<file path="src/rtl/rsu_pkg.sv">
package rsu_pkg;
    localparam int WORD_W = 16;
    localparam int FLD_W  = 3;
    localparam int NIB_W  = 4;

    typedef enum logic [FLD_W-1:0] {
        SH_LSL  = 3'd0,
        SH_LSR  = 3'd1,
        SH_ROL  = 3'd2,
        SH_ROR  = 3'd3,
        SH_LSLC = 3'd4,
        SH_RRE  = 3'd5,
        SH_RLE  = 3'd6,
        SH_RL4  = 3'd7
    } shift_op_e;

    typedef struct packed {
        logic              e;
        logic [WORD_W-1:0] r;
    } acc_state_t;

    typedef struct packed {
        logic clr_r;
        logic cmp_r;
        logic rev;
        logic clr_e;
        logic cmp_e;
        logic t_ez;
        logic t_pos;
        logic inc_r;
        logic t_lsb;
        logic t_zero;
    } alter_ctl_t;

    function automatic acc_state_t shift_one(shift_op_e op, acc_state_t s);
        acc_state_t n;
        n = s;
        case (op)
            SH_LSL:  n.r = {s.r[WORD_W-2:0], 1'b0};
            SH_LSR:  n.r = {1'b0, s.r[WORD_W-1:1]};
            SH_ROL:  n.r = {s.r[WORD_W-2:0], s.r[WORD_W-1]};
            SH_ROR:  n.r = {s.r[0], s.r[WORD_W-1:1]};
            SH_LSLC: n.r = {1'b0, s.r[WORD_W-3:0], 1'b0};
            SH_RRE: begin
                n.r = {s.e, s.r[WORD_W-1:1]};
                n.e = s.r[0];
            end
            SH_RLE: begin
                n.r = {s.r[WORD_W-2:0], s.e};
                n.e = s.r[WORD_W-1];
            end
            default: n.r = {s.r[WORD_W-NIB_W-1:0], s.r[WORD_W-1:WORD_W-NIB_W]};
        endcase
        return n;
    endfunction

    function automatic alter_ctl_t decode_alter(logic [WORD_W-1:0] ir);
        alter_ctl_t c;
        c.clr_r  = ir[9];
        c.cmp_r  = ir[8];
        c.rev    = ir[7];
        c.clr_e  = ir[6];
        c.cmp_e  = ir[5];
        c.t_ez   = ir[4];
        c.t_pos  = ir[3];
        c.inc_r  = ir[2];
        c.t_lsb  = ir[1];
        c.t_zero = ir[0];
        return c;
    endfunction
endpackage

</file>
<file path="src/rtl/rsu_shift_stage.sv">
module rsu_shift_stage
    import rsu_pkg::*;
(
    input  logic       en,
    input  shift_op_e  op,
    input  acc_state_t st_in,
    output acc_state_t st_out
);
    always_comb begin
        st_out = en ? shift_one(op, st_in) : st_in;
    end
endmodule

</file>
<file path="src/rtl/rsu_shift_group.sv">
module rsu_shift_group
    import rsu_pkg::*;
#(
    parameter int N_STAGE = 2
) (
    input  logic [WORD_W-1:0] ir,
    input  acc_state_t        st_in,
    output acc_state_t        st_out,
    output logic              skip
);
    acc_state_t stage_in  [N_STAGE];
    acc_state_t stage_out [N_STAGE];
    logic       stage_en  [N_STAGE];
    shift_op_e  stage_op  [N_STAGE];

    assign stage_en[0] = ir[9];
    assign stage_op[0] = shift_op_e'(ir[8:6]);
    assign stage_en[1] = ir[4];
    assign stage_op[1] = shift_op_e'(ir[2:0]);

    always_comb begin
        stage_in[0] = st_in;
        stage_in[1] = stage_out[0];
        if (ir[5]) stage_in[1].e = 1'b0;
    end

    assign skip = ir[3] & ~stage_out[0].r[0];

    for (genvar g = 0; g < N_STAGE; g++) begin : g_stage
        rsu_shift_stage u_stage (
            .en     (stage_en[g]),
            .op     (stage_op[g]),
            .st_in  (stage_in[g]),
            .st_out (stage_out[g])
        );
    end

    assign st_out = stage_out[N_STAGE-1];
endmodule

</file>
<file path="src/rtl/rsu_alter_group.sv">
module rsu_alter_group
    import rsu_pkg::*;
(
    input  logic [WORD_W-1:0] ir,
    input  acc_state_t        st_in,
    output acc_state_t        st_out,
    output logic              skip
);
    alter_ctl_t ctl;
    assign ctl = decode_alter(ir);

    always_comb begin
        logic [WORD_W-1:0] r;
        logic              e;
        logic              hit;
        r   = st_in.r;
        e   = st_in.e;
        hit = 1'b0;
        if (ctl.clr_r) r = '0;
        if (ctl.cmp_r) r = ~r;
        if (ctl.t_ez)  hit = hit | ~e;
        if (ctl.clr_e) e = 1'b0;
        if (ctl.cmp_e) e = ~e;
        if (ctl.t_pos) hit = hit | ~r[WORD_W-1];
        if (ctl.t_lsb) hit = hit | ~r[0];
        if (ctl.inc_r) r = r + 1'b1;
        if (ctl.t_zero) hit = hit | (r == '0);
        st_out.r = r;
        st_out.e = e;
        skip     = ctl.rev ? ~hit : hit;
    end
endmodule

</file>
<file path="src/rtl/rsu_top.sv">
module rsu_top
    import rsu_pkg::*;
(
    input  logic              clk,
    input  logic              rst,
    input  logic              in_valid,
    input  logic [WORD_W-1:0] instr,
    input  logic [WORD_W-1:0] a_in,
    input  logic [WORD_W-1:0] b_in,
    input  logic              e_in,
    output logic              out_valid,
    output logic [WORD_W-1:0] a_out,
    output logic [WORD_W-1:0] b_out,
    output logic              e_out,
    output logic              skip_out
);
    acc_state_t sel_st, sh_st, al_st, res_st;
    logic       sh_skip, al_skip, res_skip;
    logic       use_b, use_alter;

    assign use_b     = instr[11];
    assign use_alter = instr[10];

    assign sel_st.r = use_b ? b_in : a_in;
    assign sel_st.e = e_in;

    rsu_shift_group #(.N_STAGE(2)) u_shift (
        .ir     (instr),
        .st_in  (sel_st),
        .st_out (sh_st),
        .skip   (sh_skip)
    );

    rsu_alter_group u_alter (
        .ir     (instr),
        .st_in  (sel_st),
        .st_out (al_st),
        .skip   (al_skip)
    );

    assign res_st   = use_alter ? al_st : sh_st;
    assign res_skip = use_alter ? al_skip : sh_skip;

    always_ff @(posedge clk) begin
        if (rst) begin
            out_valid <= 1'b0;
            a_out     <= '0;
            b_out     <= '0;
            e_out     <= 1'b0;
            skip_out  <= 1'b0;
        end else begin
            out_valid <= in_valid;
            if (in_valid) begin
                a_out    <= use_b ? a_in : res_st.r;
                b_out    <= use_b ? res_st.r : b_in;
                e_out    <= res_st.e;
                skip_out <= res_skip;
            end
        end
    end
endmodule

</file>
<file path="config.mk">
export PLATFORM = sky130hd
export DESIGN_NAME = rsu_top
export DESIGN_NICKNAME = d
export VERILOG_FILES = /design/src/rtl/rsu_pkg.sv /design/src/rtl/rsu_shift_stage.sv /design/src/rtl/rsu_shift_group.sv /design/src/rtl/rsu_alter_group.sv /design/src/rtl/rsu_top.sv
export SDC_FILE = /design/constraint.sdc
export NUM_CORES = 1
export LEC_CHECK = 0
export BUFFER_PORTS_ARGS = -buffer_cell sky130_fd_sc_hd__buf_2
export CAP_MARGIN = 20
export CORE_UTILIZATION = 40
export CTS_CLUSTER_SIZE = 8
export DETAILED_ROUTE_END_ITERATION = 6
export RECOVER_POWER = 25
export SLEW_MARGIN = 40
export SYNTH_ARGS = -nofsm -noshare
export SYNTH_HDL_FRONTEND = slang
export SYNTH_HIERARCHICAL = 1
export SYNTH_SLANG_ARGS = --single-unit
</file>
<file path="constraint.sdc">
create_clock -name clk -period 4.8 [get_ports clk]
set_clock_uncertainty 0.2 [all_clocks]
set_input_delay 0.24 -clock clk [delete_from_list [all_inputs] [get_ports clk]]
set_output_delay 0.24 -clock clk [all_outputs]
set_load 0.005 [all_outputs]
</file>
==> results.yml <==
sta:
  setup_tns_ns: 0
  rsz0062_at_grt: "false"
  slew_headroom_pct: -81.3
  worstMarginPinSlew_ns: 2.72
  fin_crit_ns: 3.96
  setup_violations: 0
  fin_crit_sh_pct: 82.5
  hold_viol_final: 0
  max_freq_mhz: 252
  finalWorstSetupSlack_ns: 0.839
  maxSlewViolCount: 70
synthesis:
  synth_top_area_share_pct: 14.7
  ys_ff_latch: 35
  synth_area_um2: 4780
  syn_avg_cell_area_um2: 7.84
  synth-simple-area-share_pct: 28.6
  synth_top_family_by_area: "compound AO/OA/AOI/OAI gates"
  synth_nets: 662
  synthMostInstantiatedCell: "o21ai_0"
  yosys-top-cells-count: "o21ai_0, inv_1, nand2b_1"
  synth_area_leader_cell: "dfxtp_1"
  synth_mux_area_share_pct: 7.99
  synthTopCellsByArea: "dfxtp_1, a211oi_2, o21ai_0"
  synth-seq-area-share_pct: 14.7
  synth_xor_area_share_pct: 4.95
  async_flop_share_pct: 0
  postSynthCellCount: 609
  synth_cell_types: 67
  ys_warn_count: 6
  ys.flop_type: "dfxtp_1"
  synth_fa_ha_area_share_pct: 0.262
  synth-edff-count: 0
  synth_compound_gate_area_share_pct: 32.1
clock_tree:
  clkTransAtPathRegs_ns: 0.05
  clk_path_buf_depth: 2
  worstSkewPairLatency_ns: 0.28
  cts_num_sinks: 35
  cts_tree: "done"
  cts_buffers: 5
  htreeDepth: 2
  cts_hold_buf: 0
  postCtsSetupBuffers: 0
  root_buffer: "clkbuf_16"
  cts-resized-gates: 0
critical_path:
  rr_worst_depth: 2
  cp.arrival_ns: 3.79
  cp-start-kind: "input pin"
  worst-path-buf-inv: 2
  cpPeakStageDelay_ns: 0.49
  critPathTopFamily: "simple AND/OR/NAND/NOR gates"
  crit_type: "input pin to flip-flop"
  crit_required_ns: 4.63
  r2r_start: "a_out[13]$_SDFFE_PP0P_"
  crit_path_cell_trace: "buf_2 -> buf_4 -> mux2_2 -> nand2_1 -> xnor2_1 -> ha_1 -> and3_1 -> a32o_2 -> nand3_1 -> a32o_2 -> or3_1 -> a2111o_1 -> nor4b_2 -> nor4b_2 -> mux2i_1 -> a211oi_1"
  crit_fanout: 21
  worst_path_max_delay_cell: "a2111o_1"
  reg2reg_to: "a_out[13]$_SDFFE_PP0P_"
  end_kind: "flip-flop"
  r2r_setup_slack_ns: 3.83
outcome:
  status: "complete, but fails checks"
  violations: "DRC, capacitance limit, slew limit"
cells_and_area:
  multi_input_area_um2: 3530
  nFillCells: 1152
  seq_area_um2: 701
  drive_gt1_share_pct: 23.9
  layout-area-overhead-vs-synth_pct: 8.33
  insertedDiodeCount: 0
  nets: 690
route:
  first_pass_iters: 7
  vias: 5061
  ant_nets: 0
  drt_iter0_drc: 552
  post_drt_wl_per_cell_um: 19.6
  drc: 27
  viasPerCell: 6.49
  wirelength_mm: 15.3
run:
  drv_cap: 1
global_routing:
  grt_use_met3_pct: 2.68
  antenna_found_initial: 0
  top_usage_layer: "met2"
  grt_pass1_wl_mm: 24.5
  grtUsageMet2_pct: 37.5
  grt_pass1_vias: 4589
  overflow: 0
  track_usage_pct: 24.3
  grt_max_degree: 72
  use_met1_pct: 34.6
min_path:
  min_from: "a_in[15]"
  min_path_type: "input pin to flip-flop"
  min_to: "a_out[15]$_SDFFE_PP0P_"
  min_path_cells: 3
floorplanning:
  start_util_pct: 41.5
  die_h_um: 111
  coreArea_um2: 11500
  die-area_um2: 12400
  fp-row-count: 39
  die_w_um: 111
  io_pins: 87
pwr:
  p_leak_nw: 2.03
  ir_drop_uv: 113
  p_per_area_nw_per_um2: 218
placed_design:
  place_ws_ns: 0.679
  finalWeightedCongestion: 0.894
  dp_hpwl_mm: 10.9
  io_buffers: 82
[stage by stage]
stage	instance area (µm²)	hold WS, ns	std cells	utilization [%]	total power, W
after detailed placement	5040	0.291	773	43.8	0.000802
after global routing	5170	0.0518	780	44.9	0.00119
after CTS	5190	0.0366	780	45.0	0.00113
after global placement	5040	0.275	773	43.8	0.000791
after floorplan	4780	0.209	609	-	0.000675
final	5170	0.0380	780	44.9	0.00113
[area by class of cell]
class,count,area share [%]
tap,143,3.46
clock buffer,6,2.68
clock inverter,1,0.0967
inverter,44,3.19
timing repair buffer,90,8.83
multi-input combinational,461,68.2
sequential,35,13.5
[cell usage in the layout, fill, tap and decap left out, types with 4 or more instances in the layout]
master / count
a211oi_1: 12
a211oi_2: 20
a21oi_1: 6
and3_1: 32
buf_2: 74
buf_4: 7
clkbuf_1: 9
clkbuf_16: 5
dfxtp_1: 35
inv_1: 41
mux2_2: 17
mux2i_1: 19
nand2_1: 18
nand2b_1: 36
nand3_1: 10
nand4_1: 7
nand4b_1: 16
nand4bb_1: 12
nor2_1: 19
nor2b_1: 8
nor3_1: 9
nor4_1: 5
o21ai_0: 50
o21ai_1: 6
o221ai_1: 23
o221ai_2: 10
o22ai_1: 32
o31ai_1: 5
or3_1: 4
or4bb_1: 6
xnor2_1: 22
xor2_1: 5
[tightest hold or removal path, stage by stage]
cell and delay, ns:
buf_2 0.09, nand4b_1 0.08, o221ai_1 0.07
[power by group]
| group | switching [W] | internal, W |
|---|---|---|
| Combinational | 0.000295 | 0.000183 |
| Sequential | 0.0000124 | 0.000316 |
| Clock | 0.000118 | 0.000202 |
| Total | 0.000425 | 0.000701 |
[worst max-delay path by stage]
stage | cells past startpoint | start | endpoint | slack (ns)
6_report | 16 | instr[11] | skip_out$_SDFFE_PP0P_ | 0.84
3_5_place_dp | 14 | instr[11] | skip_out$_SDFFE_PP0P_ | 0.68
3_3_place_gp | 15 | instr[11] | skip_out$_SDFFE_PP0P_ | 0.74
4_1_cts | 14 | instr[11] | skip_out$_SDFFE_PP0P_ | 0.97
2_1_floorplan | 15 | instr[11] | skip_out$_SDFFE_PP0P_ | 0.95
5_1_grt | 14 | instr[11] | skip_out$_SDFFE_PP0P_ | 0.57
[layer usage]
metal / share of wire, % / vias up / wire [µm]
met3: 7.6 / 38 / 1160
met1: 46 / 2405 / 7090
met2: 43 / 255 / 6580
met4: 3.0 / 0 / 453
met5: 0 / - / 0
li1: - / 2363 / -
[registers in the layout, indices dropped and copies added (netlist names)]
signal	flops
out_valid	1
skip_out	1
b_out	16
a_out	16
e_out	1
[cells by family after synthesis]
| family | count (synthesis) |
|---|---|
| buffers and inverters | 113 |
| muxes | 36 |
| xor gates and xnor gates | 27 |
| AOI/OAI and AO/OA | 194 |
| and+or+nand+nor | 203 |
| DFF | 35 |
| adders and majority gates | 1 |
Power figures use the tool's default switching activity.
